[src/rtl/cal_pkg.sv]
package cal_pkg;
  localparam int NUM_TIME  = 8;
  localparam int CTRL_ADDR = 8;

  typedef struct packed {
    logic                tick;
    logic                load;
    logic                track;
    logic [NUM_TIME-1:0] wrSel;
    logic [7:0]          wrData;
  } calStrobe_t;

  function automatic logic [7:0] fieldMask(input int idx);
    case (idx)
      0, 1:    fieldMask = 8'h7F;
      2, 4, 7: fieldMask = 8'h3F;
      3:       fieldMask = 8'h07;
      5:       fieldMask = 8'h1F;
      default: fieldMask = 8'hFF;
    endcase
  endfunction

  function automatic logic [7:0] bcdInc(input logic [7:0] v);
    if (v[3:0] >= 4'd9) bcdInc = {v[7:4] + 4'd1, 4'd0};
    else                bcdInc = {v[7:4], v[3:0] + 4'd1};
  endfunction

  function automatic logic [7:0] lastDay(input logic [7:0] month, input logic [7:0] year);
    int y;
    y = int'(year[7:4]) * 10 + int'(year[3:0]);
    case (month)
      8'h02:                      lastDay = ((y % 4) == 0) ? 8'h29 : 8'h28;
      8'h04, 8'h06, 8'h09, 8'h11: lastDay = 8'h30;
      default:                    lastDay = 8'h31;
    endcase
  endfunction
endpackage

[src/rtl/cal_ctrl.sv]
module cal_ctrl
  import cal_pkg::*;
#(
  parameter int TICK_DIV = 32768,
  parameter int ADDR_W   = 4
) (
  input  logic              clk,
  input  logic              rstN,
  input  logic              refEn,
  input  logic              busWe,
  input  logic [ADDR_W-1:0] busAddr,
  input  logic [7:0]        busWdata,
  output calStrobe_t        strobe,
  output logic [7:0]        ctrlByte,
  output logic              refOut
);
  localparam int CNT_W = (TICK_DIV > 1) ? $clog2(TICK_DIV) : 1;
  localparam logic [CNT_W-1:0] CNT_LAST = CNT_W'(TICK_DIV - 1);

  logic xferEn, oscStop, outEn;
  logic [CNT_W-1:0] preCnt;
  logic ctrlWr, loadNow;

  assign ctrlWr  = busWe && (int'(busAddr) == CTRL_ADDR);
  assign loadNow = ctrlWr && busWdata[0] && !xferEn;

  always_ff @(posedge clk) begin
    if (!rstN) begin
      xferEn  <= 1'b1;
      oscStop <= 1'b0;
      outEn   <= 1'b0;
    end else if (ctrlWr) begin
      xferEn  <= busWdata[0];
      oscStop <= busWdata[1];
      outEn   <= busWdata[2];
    end
  end

  always_ff @(posedge clk) begin
    if (!rstN || oscStop)        preCnt <= '0;
    else if (refEn && !loadNow)  preCnt <= (preCnt == CNT_LAST) ? '0 : preCnt + 1'b1;
  end

  assign strobe.tick   = refEn && !oscStop && !loadNow && (preCnt == CNT_LAST);
  assign strobe.load   = loadNow;
  assign strobe.track  = xferEn;
  assign strobe.wrData = busWdata;

  for (genvar i = 0; i < NUM_TIME; i++) begin : g_sel
    assign strobe.wrSel[i] = busWe && !xferEn && (int'(busAddr) == i);
  end

  assign ctrlByte = {5'd0, outEn, oscStop, xferEn};
  assign refOut   = outEn && refEn;

  // a stopped oscillator keeps the prescaler at zero
  p_stop_clears_r11: assert property (@(posedge clk) disable iff (!rstN)
    oscStop |=> preCnt == '0);
  // the prescaler must count through its range between ticks
  p_tick_spacing_r2: assert property (@(posedge clk) disable iff (!rstN)
    strobe.tick |=> (preCnt == '0) && !strobe.tick);
endmodule

[src/rtl/cal_datapath.sv]
module cal_datapath
  import cal_pkg::*;
#(
  parameter int ADDR_W = 4
) (
  input  logic              clk,
  input  logic              rstN,
  input  calStrobe_t        strobe,
  input  logic [ADDR_W-1:0] busAddr,
  input  logic [7:0]        ctrlByte,
  output logic [7:0]        busRdata
);
  logic [NUM_TIME-1:0][7:0] live, liveNext, user;
  logic [NUM_TIME-1:0]      dirty;
  logic [NUM_TIME:0]        carry;
  logic [NUM_TIME-1:0][7:0] wrapAt, wrapTo;

  always_comb begin
    wrapAt[0] = 8'h59; wrapTo[0] = 8'h00;
    wrapAt[1] = 8'h59; wrapTo[1] = 8'h00;
    wrapAt[2] = 8'h23; wrapTo[2] = 8'h00;
    wrapAt[3] = 8'h07; wrapTo[3] = 8'h01;
    wrapAt[4] = lastDay(live[5], live[6]); wrapTo[4] = 8'h01;
    wrapAt[5] = 8'h12; wrapTo[5] = 8'h01;
    wrapAt[6] = 8'h99; wrapTo[6] = 8'h00;
    wrapAt[7] = 8'h39; wrapTo[7] = 8'h00;
  end

  // weekday and date both advance on the hour carry
  always_comb begin
    carry[0] = strobe.tick;
    carry[1] = carry[0] && (live[0] == wrapAt[0]);
    carry[2] = carry[1] && (live[1] == wrapAt[1]);
    carry[3] = carry[2] && (live[2] == wrapAt[2]);
    carry[4] = carry[3];
    carry[5] = carry[4] && (live[4] == wrapAt[4]);
    carry[6] = carry[5] && (live[5] == wrapAt[5]);
    carry[7] = carry[6] && (live[6] == wrapAt[6]);
    carry[8] = carry[7] && (live[7] == wrapAt[7]);
  end

  for (genvar i = 0; i < NUM_TIME; i++) begin : g_field
    always_comb begin
      if (strobe.load)
        liveNext[i] = dirty[i] ? user[i] : live[i];
      else if (carry[i])
        liveNext[i] = (live[i] == wrapAt[i]) ? wrapTo[i] : bcdInc(live[i]);
      else
        liveNext[i] = live[i];
    end

    always_ff @(posedge clk) begin
      if (!rstN) begin
        live[i]  <= (i == 3 || i == 4 || i == 5) ? 8'h01 : (i == 7) ? 8'h20 : 8'h00;
        user[i]  <= (i == 3 || i == 4 || i == 5) ? 8'h01 : (i == 7) ? 8'h20 : 8'h00;
        dirty[i] <= 1'b0;
      end else begin
        live[i] <= liveNext[i];
        if (strobe.wrSel[i])   user[i] <= strobe.wrData & fieldMask(i);
        else if (strobe.track) user[i] <= live[i];
        if (strobe.load)          dirty[i] <= 1'b0;
        else if (strobe.wrSel[i]) dirty[i] <= 1'b1;
      end
    end
  end

  always_comb begin
    if (int'(busAddr) < NUM_TIME)        busRdata = user[busAddr[2:0]];
    else if (int'(busAddr) == CTRL_ADDR) busRdata = ctrlByte;
    else                                 busRdata = 8'h00;
  end

  // seconds wrap from 59 to 00 on a tick
  p_sec_wrap_r3: assert property (@(posedge clk) disable iff (!rstN)
    strobe.tick && (live[0] == 8'h59) |=> live[0] == 8'h00);
  // weekday 7 becomes 1 at midnight
  p_day_wrap_r4: assert property (@(posedge clk) disable iff (!rstN)
    strobe.tick && (live[2:0] == 24'h235959) && (live[3] == 8'h07) |=> live[3] == 8'h01);
  // the visible copy is held while frozen and not written
  p_frozen_r5: assert property (@(posedge clk) disable iff (!rstN)
    !strobe.track && (strobe.wrSel == '0) |=> $stable(user));
  // every pending field is consumed by a transfer
  p_dirty_clear_r6: assert property (@(posedge clk) disable iff (!rstN)
    strobe.load |=> dirty == '0);
  // year 99 rolls to 00 when the month carry arrives
  p_year_wrap_r8: assert property (@(posedge clk) disable iff (!rstN)
    carry[6] && (live[6] == 8'h99) |=> live[6] == 8'h00);
  // a transfer and a tick never share a cycle
  p_no_tick_on_load_r6: assert property (@(posedge clk) disable iff (!rstN)
    strobe.load |-> !strobe.tick);
endmodule

[src/rtl/bcd_calendar.sv]
module bcd_calendar
  import cal_pkg::*;
#(
  parameter int TICK_DIV = 32768,
  parameter int ADDR_W   = 4
) (
  input  logic              clk,
  input  logic              rstN,
  input  logic              refEn,
  input  logic              busWe,
  input  logic [ADDR_W-1:0] busAddr,
  input  logic [7:0]        busWdata,
  output logic [7:0]        busRdata,
  output logic              refOut
);
  calStrobe_t strobe;
  logic [7:0] ctrlByte;

  cal_ctrl #(.TICK_DIV(TICK_DIV), .ADDR_W(ADDR_W)) u_ctrl (
    .clk(clk), .rstN(rstN), .refEn(refEn), .busWe(busWe), .busAddr(busAddr),
    .busWdata(busWdata), .strobe(strobe), .ctrlByte(ctrlByte), .refOut(refOut)
  );

  cal_datapath #(.ADDR_W(ADDR_W)) u_data (
    .clk(clk), .rstN(rstN), .strobe(strobe), .busAddr(busAddr),
    .ctrlByte(ctrlByte), .busRdata(busRdata)
  );
endmodule

[config.mk]
export PLATFORM = sky130hd
export DESIGN_NAME = bcd_calendar
export DESIGN_NICKNAME = d
export VERILOG_FILES = /design/src/rtl/cal_pkg.sv /design/src/rtl/cal_ctrl.sv /design/src/rtl/cal_datapath.sv /design/src/rtl/bcd_calendar.sv
export SDC_FILE = /design/constraint.sdc
export NUM_CORES = 1
export LEC_CHECK = 0
export ABC_AREA = 0
export CAP_MARGIN = 20
export CORE_MARGIN = 5
export CORE_UTILIZATION = 62
export DETAILED_ROUTE_END_ITERATION = 10
export DONT_BUFFER_PORTS = 1
export PLACE_DENSITY_LB_ADDON = 0.15
export SYNTH_ARGS = -nofsm -noshare
export SYNTH_HDL_FRONTEND = slang
export SYNTH_SLANG_ARGS = --single-unit
[constraint.sdc]
create_clock -name clk -period 6.75 [get_ports clk]
set_clock_uncertainty 0.15 [all_clocks]
set_input_delay 0.3375 -clock clk [delete_from_list [all_inputs] [get_ports clk]]
set_output_delay 0.3375 -clock clk [all_outputs]
set_load 0.01 [all_outputs]
# Word-level counts from Yosys, hierarchy flattened
# Index checks and enable logic that the tools add are counted.
# word_totals
input_bits	16
reg_bits	154
output_inout_bits	9
# op_classes
muxes	63
n_eq_ne	30
n_bitwise	2
n_lt_le_gt_ge	10
mul	1
addsub	18
reduce_logical	79
# op_table
operator	n
two-way mux 8 bit	44
adder 4 x 1 -> 4 bit (second input constant)	16
two-way mux 6 bit	6
adder 32 x 5 -> 32 bit	1
>= comparator 4 bit (second input constant)	8
logical NOT 32 bit	1
nonzero test 2 bit	15
two-way mux 7 bit	4
binary-select mux 8 bit (select 3 bit)	1
== test 8 x 3 -> 1 bit (second input constant)	3
AND reduction 3 bit	8
nonzero test 3 bit	8
logical AND 1 bit	23
== test 4 bit (second input constant)	5
OR reduction 2 bit	9
== test 8 x 5 -> 1 bit (second input constant)	2
== test 8 x 6 -> 1 bit (second input constant)	2
== test 8 x 7 -> 1 bit (second input constant)	2
inequality test 2 x 1 -> 1 bit (second input constant)	8
one-hot mux 8 bit (2 select lines)	1
AND reduction 2 bit	8
adder 15 x 1 -> 15 bit (second input constant)	1
== test 15 bit (second input constant)	1
two-way mux 15 bit	1
other kinds (18)	25

# Longest topological paths before layout
# logic_depth
depth_word	15
depth_mapped	11
mapped_depth_nobuf	10

# Modules after synthesis
# Synthesis repeated with hierarchy kept, for this count alone.
# hier_totals
hier_cells	1112
area_unflattened_um2	9111.2
# by_module_without_submodules
module	seq_area_each_um2	area_per_inst_um2	cells_per_inst	instances
cal_datapath	2722.6	7877.6	959	1
cal_ctrl	360.3	1233.7	153	1

# Least setup slack after synthesis
# OpenSTA, ideal clock, no wires.
# synth_path
path_type	reg-to-reg
from	register u_data.live[40] in the netlist's numbering
to	register u_data.live[34] in the netlist's numbering
stages_incl_launch_ff	11
period_less_slack_ns	2.547
setup_slack_ns	4.203
arrival_ns	2.308
setup_ns	0.088
path_cell_list	dfxtp_1 inv_1 ha_1 nor2_1 o31ai_1 a31oi_1 o311a_1 nor3_2 or3_4 o21a_1 o32ai_2
# synth_via
elab_chain_len	7
elab_cells_between_ends	11
cone_classes	6 x eq/ne; 4 x mux; 1 x reduce/logical
# synth_lines
item	line_no	rtl
start, declared	cal_datapath.sv:13	logic [NUM_TIME-1:0][7:0] live, liveNext, user;
start signal, assigned by index	cal_datapath.sv:54	live[i] <= (i == 3 || i == 4 || i == 5) ? 8'h01 : (i == 7) ? 8'h20 : 8'h00;
start signal, assigned by index	cal_datapath.sv:58	live[i] <= liveNext[i];
== test 8 x 3 -> 1 bit, or another cell as far along	cal_pkg.sv:31	case (month)
OR reduction 4 bit	cal_pkg.sv:31	
one-hot mux 8 bit (2 select lines) (*)	cal_pkg.sv:31	
== test 8 bit (*)	cal_datapath.sv:47	liveNext[i] = (live[i] == wrapAt[i]) ? wrapTo[i] : bcdInc(live[i]);
two-way mux 8 bit (*)	cal_datapath.sv:47	
two-way mux 8 bit (*)	cal_datapath.sv:46	else if (carry[i])
two-way mux 8 bit (*)	cal_datapath.sv:44	if (strobe.load)
# Every way passes the cells marked *; elsewhere a longest branch is shown, timed or not. The select of a mux whose other input is x is not followed.
# A chain may end at the register's enable or synchronous reset.

# Worst setup path after layout
# layout_path
from	input port busAddr[1]
to	register u_data.live[22] in the netlist's numbering
# layout_via
elab_chain_len	11
elab_cells_between_ends	14
cone_classes	2 x eq/ne; 1 x mux; 11 x reduce/logical
# layout_lines
item	line_no	rtl
start, declared	bcd_calendar.sv:11	input logic [ADDR_W-1:0] busAddr,
== test 4 bit (*)	cal_ctrl.sv:24	assign ctrlWr = busWe && (int'(busAddr) == CTRL_ADDR);
logical AND 1 bit (*)	cal_ctrl.sv:24	
logical AND 1 bit (*) (2 in series)	cal_ctrl.sv:25	assign loadNow = ctrlWr && busWdata[0] && !xferEn;
logical NOT 1 bit	cal_ctrl.sv:44	assign strobe.tick = refEn && !oscStop && !loadNow && (preCnt == CNT_LAST);
logical AND 1 bit (2 in series)	cal_ctrl.sv:44	
logical AND 1 bit	cal_datapath.sv:32	carry[1] = carry[0] && (live[0] == wrapAt[0]);
logical AND 1 bit	cal_datapath.sv:33	carry[2] = carry[1] && (live[1] == wrapAt[1]);
nonzero test 2 bit (no source line)	n/a	
AND reduction 3 bit (no source line)	n/a	
# Every way passes the cells marked *; elsewhere a longest branch is shown, timed or not.

==> run metrics <==
status=finished, final reports clean; Via density=6.55; crit path kind=input port to flop; DRC marker count from the first detailed-route iteration=between 800 and 900; crit start category=input port; sequential share of the synthesized area=between 30% and 40%; CP Max Fanout=67; number of global-route vias before repair=just over 7000; Min-Delay Path Class=input port to flop; multiplexer share of the synthesized area=under 10%; Final #Nets=roughly 1100; synthesized netlist cell count=1017; GP Congestion=about 0.9; Synth-to-Final Area Change=9.77%; PortBufs=0; Sequential Area=3080 sq um; Adder-Cell Fraction of Synth Area=a little over 6%; fill count=around 1100; CTS root buf=clkbuf_16; largest net degree at the start of global routing=between 80 and 90; Most used DFF post-synth=dfxtp_1; drc violations=0; Vias=7810; dpl ws=between 3000 and 4000 ps; H-Tree Depth=4; # diodes=0; first-pass GRT wire length=between 30 and 40 mm; max_cap viols=0; final instance area=9350 sq um; RSZ-0062 raised after global routing=false; EDFF count, synth=0; area of the multi-input gates=about 5100 sq um; initial antenna violation count=1; Post-Syn Area per Cell=around 8.4 sq um; Final Hold Fails=0; post-CTS resize count=0; synthesized area=around 8500 sq um; Die H=127 microns; I/O pin cnt=25; Compound-Gate Fraction of Synth Area=a little over a fifth; endpoint type of the worst setup path=flop; Peak supply drop=around 0.18 mV; die width=roughly 130 microns; dpl hpwl=between 15 and 20 mm; Pleak=~3.4 nW; post-route ant nets=0; final setup margin=about 3100 ps; dpl cell area=roughly 8600 sq um; wirelength, routed=roughly 24 mm; Power per Cell Area=roughly 220 nW/um^2; Core Area=roughly 13000 sq um; Critical Path RT=6890 ps; Final Util=70.1%; CTS tree=yes; largest family of logic cells by synthesized area=simple AND/OR/NAND/NOR gates; clock-pin slew on the worst setup and hold paths=about 60 ps; Slew HR=between 10% and 20%; Post-Synth XOR/XNOR Area=under 10%; Synth cell types=between 60 and 70; post-synthesis simple-gate area fraction=approximately a fifth; Max Root-Sink Buffers=2; min cycle time layout=approximately 3600 ps; CTS buffer count=17; Slew Limit Fails=0; Power, Total=between 0.002 and 0.0025 W; Async S/R FF share, synth=0%; Crit path arrival time=around 3800 ps; gr usage total=30.0%; layout cells sized above 1=6.98%; Yosys warnings=0; initial core utilization=63.8%; Synth Register Bits=154; actual slew at the worst max-slew pin=around 1200 ps; # clock sinks=approximately 150; worst skew pair latency=between 400 and 500 ps; Die ar.=between 15000 and 20000 sq um; drt first pass iters=7; final worst path period share=around 54%; hold_buf cts=13; post-CTS setup repair buffer count=0; row count=42; post-DR wirelength/cell=roughly 20 microns; f_max=approximately 0.28 GHz; Overflow after GRT=0; Setup-failing EPs final=0; synthesized net count=1075; setup TNS=0 ps
[registers in the layout, indices dropped and copies added, names as in the netlist]
signal,count
u_data.dirty,8
u_data.live,64
u_data.user,64
u_ctrl.xferEn,1
u_ctrl.oscStop,1
u_ctrl.outEn,1
u_ctrl.preCnt,15
[per-layer routing]
metal	up-vias	routed length (microns)	GRT usage, %	share of wire [%]
met5	-	7	0	0.029
met4	2	572	9.72	2.4
met3	53	2440	7.60	10
met2	373	10700	45.1	45
met1	3715	10300	42.5	43
li1	3667	-	-	-
[final cells by class]
class | instances | area share, %
Clock buffer | 22 | 5.18
Clock inverter | 10 | 1.75
Inverter | 44 | 1.78
Multi-Input combinational cell | 769 | 54.2
Sequential cell | 154 | 33.0
Tap cell | 176 | 2.36
Timing Repair Buffer | 18 | 1.79
[through the flow]
stage | cells | hold WS [ps]
after floorplan | 1017 | 282
after global placement | 1148 | 269
after detailed placement | 1148 | 271
after CTS | 1193 | 0.877
after global routing | 1193 | 22.9
final | 1193 | 22.8
[final timing paths]
kind	startpoint	endpoint	slack [ps]	cells after the start
setup / recovery	busAddr[1]	u_data.live[22]$_SDFFE_PN0P_	3130	9
hold / removal	rstN	u_data.user[46]$_SDFFE_PP0P_	20	2
setup reg to reg	u_ctrl.xferEn$_SDFFE_PN1N_	u_data.live[22]$_SDFFE_PN0P_	3530	8
hold reg to reg	u_data.user[57]$_SDFFE_PN0P_	u_data.user[57]$_SDFFE_PN0P_	330	2
[cells in the mapped netlist (14+ instances only)]
master	count	area share, %
nand3_1	39	2.3
dfxtp_1	154	36
mux2i_1	27	3.2
o211ai_1	14	1.2
a21oi_1	70	4.1
ha_1	42	6.2
inv_1	44	1.9
nand2_1	122	5.4
mux4_2	16	4.2
a22oi_1	56	4.9
xor2_1	17	1.7
nor3_1	21	1.2
a211oi_1	24	2.1
clkbuf_1	32	1.4
xnor2_1	17	1.7
nor2_1	131	5.8
o21ai_0	37	2.2
[worst max-delay path, stage by stage]
cell and delay, ps:
dlygate4sd3_1 610, nor3b_4 430, and3_2 520, buf_4 650
nor3_1 270, a21oi_1 500, o21ai_0 180, a22oi_1 170
nor2_1 50
[logic make-up (layout without fill, tap and decap cells)]
logic type / count (synthesis) / after routing
simple gates: 386 / 386
buf+inv: 94 / 94
compound gates: 263 / 263
flops: 154 / 154
fa+ha+maj: 42 / 42
xor+xnor: 34 / 34
mux: 44 / 44
[report_power, final]
group / total, W / switching [W] / internal (W)
combinational: 0.0000603 / 0.0000417 / 0.0000186
sequential: 0.000913 / 0.00000223 / 0.000911
clock: 0.00105 / 0.000396 / 0.000658
total: 0.00203 / 0.000440 / 0.00159
[layout by cell type (no fill, tap or decap), drive strengths merged, types with 16 or more instances in the layout]
cell / count
xor2: 17
xnor2: 17
dfxtp: 154
a211oi: 24
mux2i: 27
nor3: 23
a21oi: 71
clkbuf: 22
a22oi: 56
mux4: 16
o21ai: 39
nor2: 131
ha: 42
nand3: 39
nand2: 122
inv: 43
No activity file was read; power rests on OpenSTA's default activity.
